## config.mk

```make
export PLATFORM = sky130hd
export DESIGN_NAME = gcfg_cmd_decode
export DESIGN_NICKNAME = d
export VERILOG_FILES = /design/src/rtl/gcfg_pkg.sv /design/src/rtl/gcfg_classify.sv /design/src/rtl/gcfg_pending.sv /design/src/rtl/gcfg_regs.sv /design/src/rtl/gcfg_cmd_decode.sv
export SDC_FILE = /design/constraint.sdc
export NUM_CORES = 1
export LEC_CHECK = 0
export CAP_MARGIN = 40
export CORE_ASPECT_RATIO = 1.5
export CORE_MARGIN = 1.5
export CORE_UTILIZATION = 48
export DETAILED_ROUTE_END_ITERATION = 10
export HOLD_SLACK_MARGIN = 0.15
export PLACE_DENSITY = 0.88
export SYNTH_ARGS = -nofsm -noshare
export SYNTH_HDL_FRONTEND = slang
export SYNTH_HIERARCHICAL = 1
export SYNTH_SLANG_ARGS = --single-unit
```

## constraint.sdc

```tcl
create_clock -name clk -period 1.75 [get_ports clk]
set_input_delay 0.2625 -clock clk [delete_from_list [all_inputs] [get_ports clk]]
set_output_delay 0.2625 -clock clk [all_outputs]
set_load 0.005 [all_outputs]
```

## src/rtl/gcfg_pkg.sv

```systemverilog
package gcfg_pkg;
  typedef enum logic [3:0] {
    OPC_COL_LO,
    OPC_COL_HI,
    OPC_MODE,
    OPC_RATIO,
    OPC_POWER,
    OPC_PAIR,
    OPC_BIAS,
    OPC_RSVD,
    OPC_NONE
  } opclass_e;

  typedef enum logic [1:0] {
    PSEL_START  = 2'd0,
    PSEL_OFFSET = 2'd1,
    PSEL_MUX    = 2'd2,
    PSEL_INV    = 2'd3
  } pair_sel_e;
endpackage

```

## src/rtl/gcfg_classify.sv

```systemverilog
module gcfg_classify
  import gcfg_pkg::*;
#(
  parameter int BYTE_W = 8
) (
  input  logic [BYTE_W-1:0] byte_i,
  output opclass_e          cls_o,
  output pair_sel_e         sel_o
);
  always_comb begin
    unique case (byte_i[7:3])
      5'b00000, 5'b00001: cls_o = OPC_COL_LO;
      5'b00010:           cls_o = OPC_COL_HI;
      5'b00011:           cls_o = (byte_i[2:1] == 2'b00) ? OPC_MODE : OPC_RSVD;
      5'b00100:           cls_o = OPC_RATIO;
      5'b00101:           cls_o = OPC_POWER;
      5'b00110, 5'b00111: cls_o = OPC_RSVD;
      5'b01000, 5'b01001: cls_o = OPC_PAIR;
      5'b01010:           cls_o = OPC_BIAS;
      5'b01011:           cls_o = OPC_RSVD;
      default:            cls_o = OPC_NONE;
    endcase
    sel_o = pair_sel_e'(byte_i[3:2]);
  end
endmodule

```

## src/rtl/gcfg_pending.sv

```systemverilog
module gcfg_pending
  import gcfg_pkg::*;
(
  input  logic      clk,
  input  logic      rst_n,
  input  logic      valid_i,
  input  opclass_e  cls_i,
  input  pair_sel_e sel_i,
  output logic      pend_o,
  output pair_sel_e sel_o
);
  logic      pend_d, pend_q;
  pair_sel_e sel_d, sel_q;
  logic      sel_en;

  always_comb begin
    pend_d = pend_q;
    sel_en = 1'b0;
    if (valid_i) begin
      if (pend_q) begin
        pend_d = 1'b0;
      end else if (cls_i == OPC_PAIR) begin
        pend_d = 1'b1;
        sel_en = 1'b1;
      end
    end
    sel_d = sel_en ? sel_i : sel_q;
  end

  always_ff @(posedge clk or negedge rst_n) begin
    if (!rst_n) begin
      pend_q <= 1'b0;
      sel_q  <= PSEL_START;
    end else begin
      pend_q <= pend_d;
      sel_q  <= sel_d;
    end
  end

  assign pend_o = pend_q;
  assign sel_o  = sel_q;

  AST_DATA_ENDS_PAIR: assert property (@(posedge clk) disable iff (!rst_n)
    (valid_i && pend_q) |=> !pend_q);
  AST_IDLE_KEEPS_PAIR: assert property (@(posedge clk) disable iff (!rst_n)
    (!valid_i && pend_q) |=> pend_q);
  AST_PAIR_ARMS: assert property (@(posedge clk) disable iff (!rst_n)
    (valid_i && !pend_q && cls_i == OPC_PAIR) |=> pend_q);
endmodule

```

## src/rtl/gcfg_regs.sv

```systemverilog
module gcfg_regs
  import gcfg_pkg::*;
#(
  parameter int         BYTE_W    = 8,
  parameter int         COL_W     = 7,
  parameter int         INV_W     = 6,
  parameter logic [7:0] MUX_RST   = 8'd159,
  parameter logic [2:0] BIAS_RST  = 3'b110
) (
  input  logic              clk,
  input  logic              rst_n,
  input  logic              valid_i,
  input  logic [BYTE_W-1:0] byte_i,
  input  opclass_e          cls_i,
  input  logic              pend_i,
  input  pair_sel_e         psel_i,
  output logic [COL_W-1:0]  col_o,
  output logic              slave_o,
  output logic [2:0]        ratio_o,
  output logic [2:0]        pwr_o,
  output logic [BYTE_W-1:0] start_o,
  output logic [BYTE_W-1:0] offset_o,
  output logic [BYTE_W-1:0] mux_o,
  output logic [INV_W-1:0]  inv_o,
  output logic [2:0]        bias_o
);
  localparam int COL_HI_W = COL_W - 4;

  logic [COL_W-1:0]  col_d;
  logic              slave_d;
  logic [2:0]        ratio_d, pwr_d, bias_d;
  logic [BYTE_W-1:0] start_d, offset_d, mux_d;
  logic [INV_W-1:0]  inv_d;
  logic              cmd_en, dat_en;

  assign cmd_en = valid_i && !pend_i;
  assign dat_en = valid_i &&  pend_i;

  always_comb begin
    col_d    = col_o;
    slave_d  = slave_o;
    ratio_d  = ratio_o;
    pwr_d    = pwr_o;
    bias_d   = bias_o;
    start_d  = start_o;
    offset_d = offset_o;
    mux_d    = mux_o;
    inv_d    = inv_o;
    if (dat_en) begin
      unique case (psel_i)
        PSEL_START:  start_d  = byte_i;
        PSEL_OFFSET: offset_d = byte_i;
        PSEL_MUX:    mux_d    = byte_i;
        PSEL_INV:    inv_d    = byte_i[INV_W-1:0];
      endcase
    end else if (cmd_en) begin
      case (cls_i)
        OPC_COL_LO: col_d[3:0]     = byte_i[3:0];
        OPC_COL_HI: col_d[COL_W-1:4] = byte_i[COL_HI_W-1:0];
        OPC_MODE:   slave_d        = byte_i[0];
        OPC_RATIO:  ratio_d        = byte_i[2:0];
        OPC_POWER:  pwr_d          = byte_i[2:0];
        OPC_BIAS:   bias_d         = byte_i[2:0];
        default: ;
      endcase
    end
  end

  always_ff @(posedge clk or negedge rst_n) begin
    if (!rst_n) begin
      col_o    <= '0;
      slave_o  <= 1'b0;
      ratio_o  <= 3'b000;
      pwr_o    <= 3'b000;
      bias_o   <= BIAS_RST;
      start_o  <= '0;
      offset_o <= '0;
      mux_o    <= MUX_RST;
      inv_o    <= '0;
    end else begin
      col_o    <= col_d;
      slave_o  <= slave_d;
      ratio_o  <= ratio_d;
      pwr_o    <= pwr_d;
      bias_o   <= bias_d;
      start_o  <= start_d;
      offset_o <= offset_d;
      mux_o    <= mux_d;
      inv_o    <= inv_d;
    end
  end

  AST_IDLE_HOLDS: assert property (@(posedge clk) disable iff (!rst_n)
    !valid_i |=> ($stable(col_o) && $stable(slave_o) && $stable(ratio_o) && $stable(pwr_o)
                  && $stable(bias_o) && $stable(start_o) && $stable(offset_o)
                  && $stable(mux_o) && $stable(inv_o)));
  AST_RSVD_HOLDS: assert property (@(posedge clk) disable iff (!rst_n)
    (cmd_en && (cls_i == OPC_RSVD || cls_i == OPC_NONE)) |=>
      ($stable(col_o) && $stable(slave_o) && $stable(ratio_o) && $stable(pwr_o)
       && $stable(bias_o) && $stable(start_o) && $stable(offset_o)
       && $stable(mux_o) && $stable(inv_o)));
  AST_DATA_NOT_CMD: assert property (@(posedge clk) disable iff (!rst_n)
    dat_en |=> ($stable(col_o) && $stable(slave_o) && $stable(ratio_o)
                && $stable(pwr_o) && $stable(bias_o)));
  AST_COL_HI_KEEPS_LO: assert property (@(posedge clk) disable iff (!rst_n)
    (cmd_en && cls_i == OPC_COL_HI) |=> $stable(col_o[3:0]));
endmodule

```

## src/rtl/gcfg_cmd_decode.sv

```systemverilog
module gcfg_cmd_decode
  import gcfg_pkg::*;
#(
  parameter int         BYTE_W   = 8,
  parameter int         COL_W    = 7,
  parameter int         INV_W    = 6,
  parameter int         SYNC_N   = 2,
  parameter logic [7:0] MUX_RST  = 8'd159,
  parameter logic [2:0] BIAS_RST = 3'b110
) (
  input  logic              clk,
  input  logic              rst_n,
  input  logic              cmd_valid,
  input  logic [BYTE_W-1:0] cmd_byte,
  output logic [COL_W-1:0]  col_addr,
  output logic              slave_mode,
  output logic [2:0]        reg_ratio,
  output logic              boost_en,
  output logic              regul_en,
  output logic              buffer_en,
  output logic [BYTE_W-1:0] start_line,
  output logic [BYTE_W-1:0] disp_offset,
  output logic [BYTE_W-1:0] mux_ratio,
  output logic [INV_W-1:0]  inv_lines,
  output logic [2:0]        bias_code,
  output logic              cmd_err
);
  logic [SYNC_N-1:0] rst_sync_q;
  logic              rst_n_int;

  always_ff @(posedge clk or negedge rst_n) begin
    if (!rst_n) rst_sync_q <= '0;
    else        rst_sync_q <= {rst_sync_q[SYNC_N-2:0], 1'b1};
  end
  assign rst_n_int = rst_sync_q[SYNC_N-1];

  opclass_e  cls;
  pair_sel_e sel_in, sel_q;
  logic      pend;
  logic [2:0] pwr;
  logic      err_d, err_q;

  gcfg_classify #(.BYTE_W(BYTE_W)) u_classify (
    .byte_i (cmd_byte),
    .cls_o  (cls),
    .sel_o  (sel_in)
  );

  gcfg_pending u_pending (
    .clk     (clk),
    .rst_n   (rst_n_int),
    .valid_i (cmd_valid),
    .cls_i   (cls),
    .sel_i   (sel_in),
    .pend_o  (pend),
    .sel_o   (sel_q)
  );

  gcfg_regs #(
    .BYTE_W(BYTE_W), .COL_W(COL_W), .INV_W(INV_W),
    .MUX_RST(MUX_RST), .BIAS_RST(BIAS_RST)
  ) u_regs (
    .clk      (clk),
    .rst_n    (rst_n_int),
    .valid_i  (cmd_valid),
    .byte_i   (cmd_byte),
    .cls_i    (cls),
    .pend_i   (pend),
    .psel_i   (sel_q),
    .col_o    (col_addr),
    .slave_o  (slave_mode),
    .ratio_o  (reg_ratio),
    .pwr_o    (pwr),
    .start_o  (start_line),
    .offset_o (disp_offset),
    .mux_o    (mux_ratio),
    .inv_o    (inv_lines),
    .bias_o   (bias_code)
  );

  assign boost_en  = pwr[2];
  assign regul_en  = pwr[1];
  assign buffer_en = pwr[0];

  assign err_d = cmd_valid && !pend && (cls == OPC_RSVD);

  always_ff @(posedge clk or negedge rst_n_int) begin
    if (!rst_n_int) err_q <= 1'b0;
    else            err_q <= err_d;
  end
  assign cmd_err = err_q;

  AST_ERR_FROM_OPCODE: assert property (@(posedge clk) disable iff (!rst_n_int)
    cmd_err |-> $past(cmd_valid && !pend));
  AST_ERR_IDLE_DROPS: assert property (@(posedge clk) disable iff (!rst_n_int)
    !cmd_valid |=> !cmd_err);
endmodule

```

==> results.cfg <==
[setup_path]
crit_chain = clkdlybuf4s15_1, o31ai_4, a2111oi_4, buf_4, buf_4, nor4b_4, nand2_2, mux2_2
cp-end-kind = flip-flop
crit_family = buffers and inverters
crit_slowest_cell = nor4b_4
max_stage_delay_ns = 0.31
worst-path-buf-inv = 3
criticalPathCategory = input port to flip-flop
path_common_cell = buf_4
worstPathMaxFanout = 4
cp.required_ns = 1.94
startpoint_type = input port
critPathArrivalTime_ns = 1.93

[sta]
maxSlewViolCount = 0
slew_headroom_pct = 65.0
fmax_mhz = 577
fin_crit_sh_pct = 99.1
hold_viol_final = 0
rsz0062_at_grt = true
skew_ns = 0.00312
tightest_slew_ns = 0.525
fin_crit_ns = 1.73
finalSetupViolCount = 0

[yosys]
synth_area_um2 = 2230
synthSimpleGateAreaFrac_pct = 10.6
synth_flop_cell = dfrtp_1
synth_top_family_by_area = multiplexers
ys_warn_count = 6
synth_edf_count = 0
synth_compound_area_share_pct = 2.70
synth_cells = 146
synth_area_leader_cell = dfrtp_1
synth_area_leaders = dfrtp_1, mux2_2, dfstp_2
yosysSeqAreaShare_pct = 60.0
synth_top_area_share_pct = 50.6
synthesis.nets = 157
synth_fa_ha_area_share_pct = 0
synth_cell_type_count = 31
muxShareOfSynthArea_pct = 24.8
async_flop_share_pct = 100
post_synth.cell_area_avg_um2 = 15.2
synthXorXnorAreaFrac_pct = 0
synth_seq_cells = 53

[power_and_ir_drop]
p_seq_share_pct = 49.1
switching_share_pct = 23.7
leakage_nw = 1.47
pwr-share-clk_pct = 27.0
p_per_area_nw_per_um2 = 957
total_power_mw = 3.14
peakVddDrop_mv = 0.751
p_int_mw = 2.39
switchingPower_mw = 0.744
p_comb_share_pct = 23.9

[global_route]
grtUsageTotal_pct = 22.2
grt_pass1_vias = 1681
grt_pass1_wl_mm = 8.22
grt_max_degree = 30
antenna_found_initial = 0
grt.overflow.total = 0

[clocking]
cts_buffer_depth = 2
tritoncts = done
cts-root-buf = clkbuf_8
cts_buffers = 5
clk_pin_slew_ns = 0.09
clk_latency_ns = 0.30
clock-sinks = 53
htree_levels = 2

[detailed_routing]
drtPass1Iterations = 4
viasPerCell = 5.55
initialDrtViolationCount = 47
finalWirelength_mm = 5.35
postRouteAntennaNets = 0
drc = 0
vias = 1570
wire_per_inst_um = 18.9

[layout]
diodes = 0
syn_to_final_growth_pct = 47.2
fin_cells = 283
fin_nets = 245
layout-drive-gt1-share_pct = 51.9

[run]
max_cap_viol_count = 0

[floorplanning]
row_count = 30
die_w_um = 58.6
die_y_um = 86.4
core-area_um2 = 4500
ios = 59
start_util_pct = 49.4
die_area_um2 = 5060

[status]
outcome = complete, no violations

[placement]
globalplace.congestion = 0.803
io_buffer_count = 58
hpwl_mm = 3.50
dp.cells = 271

[worst_hold_path]
min_path_type = flip-flop to asynchronous set/reset pin
metrics by stage:
step / hold WS (ns) / setup WS (ns) / utilization [%] / TNS (ns) / cell area, µm²
floorplan: -0.0331 / 0.0189 / - / 0 / 2240
global placement: 0.263 / -0.613 / 67.8 / -11.52 / 3050
detailed placement: 0.262 / -0.702 / 67.8 / -13.84 / 3050
CTS: 0.271 / 0.000675 / 72.2 / 0 / 3250
global route: 0.295 / -0.0184 / 72.8 / -0.0557 / 3280
finish: 0.249 / 0.0163 / 72.8 / 0 / 3280
area by class of cell:
type,count,area [µm²]
clock buffer,6,82.6
multi-input combinational,87,963
tap,48,60.1
fill,277,1230
clock inverter,2,37.5
inverter,1,3.75
sequential,53,1340
timing repair buffer,86,792
worst paths after layout:
path / startpoint / end / slack (ns) / cells past startpoint
max in group asynchronous: rst_sync_q[1] / u_regs/bias_o[2] / 0.89 / 1
min reg2reg: rst_sync_q[1] / u_regs/offset_o[0] / 0.25 / 0
max: cmd_byte[2] / u_regs/col_o[0] / 0.02 / 8
min in group clk: rst_sync_q[0] / rst_sync_q[1] / 0.36 / 0
max reg2reg: u_pending/pend_o / u_regs/ratio_o[1] / 0.12 / 3
min: rst_sync_q[1] / u_regs/offset_o[0] / 0.25 / 0
state kept, by name, summed over array words and instances, names as in the netlist:
signal            flops
u_regs/slave_o        1
u_regs/ratio_o        3
u_regs/pwr_o          3
rst_sync_q            2
u_pending/pend_o      1
u_regs/bias_o         3
u_pending/sel_o       2
u_regs/offset_o       8
u_regs/start_o        8
u_regs/col_o          7
u_regs/mux_o          8
cmd_err               1
u_regs/inv_o          6
synthesized netlist by cell type (all sizes together), types with 2 or more instances:
cell type and number:
nor2 3, buf 5, o21ai 3, nand2 8, dfrtp 45, nor3 3, mux2 49, nor2b 2
dfstp 8, nand4b 4, and4bb 2
repair_timing:
item | in CTS | in global routing
pin swaps | 6 | 6
hold endpoints to repair | 2 | 0
setup buffers | 3 | 0
setup endpoints to repair | 20 | 16
gates cloned | 0 | 0
hold buffers | 1 | 0
resized for setup | 32 | 14
logic make-up after synthesis:
group	count (synthesis)
flip-flops	53
multiplexers	49
AND/OR/NAND/NOR	29
AO/OA/AOI/OAI	8
buffers and inverters	6
other	1
metal layers:
| layer | vias to the layer above | track usage, % | wire, µm |
|---|---|---|---|
| met4 | 0 | 11.0 | 108 |
| met1 | 808 | 24.2 | 2020 |
| met3 | 9 | 4.93 | 190 |
| met2 | 47 | 39.4 | 3030 |
| met5 | - | 0 | 0 |
| li1 | 706 | - | - |
power by group through the flow:
stage / combinational [mW] / sequential (mW) / clock, mW
after detailed placement: 0.710 / 1.56 / 0
after global routing: 0.794 / 1.57 / 0.916
after global placement: 0.687 / 1.56 / 0
final: 0.750 / 1.54 / 0.845
after floorplan: 0.220 / 1.57 / 0
after CTS: 0.741 / 1.54 / 0.867
placed cells by master, fill, tap and decap left out, types with 3 or more instances in the layout:
| master | netlist | final |
|---|---|---|
| clkdlybuf4s50_1 | 0 | 51 |
| mux2_2 | 49 | 46 |
| dfrtp_1 | 45 | 44 |
| buf_4 | 2 | 25 |
| dfstp_2 | 8 | 8 |
| clkbuf_8 | 0 | 6 |
| nand2_1 | 8 | 5 |
| buf_2 | 1 | 3 |
| nand2_2 | 0 | 3 |
| mux2_4 | 0 | 3 |
Power figures use the tool's default switching activity.
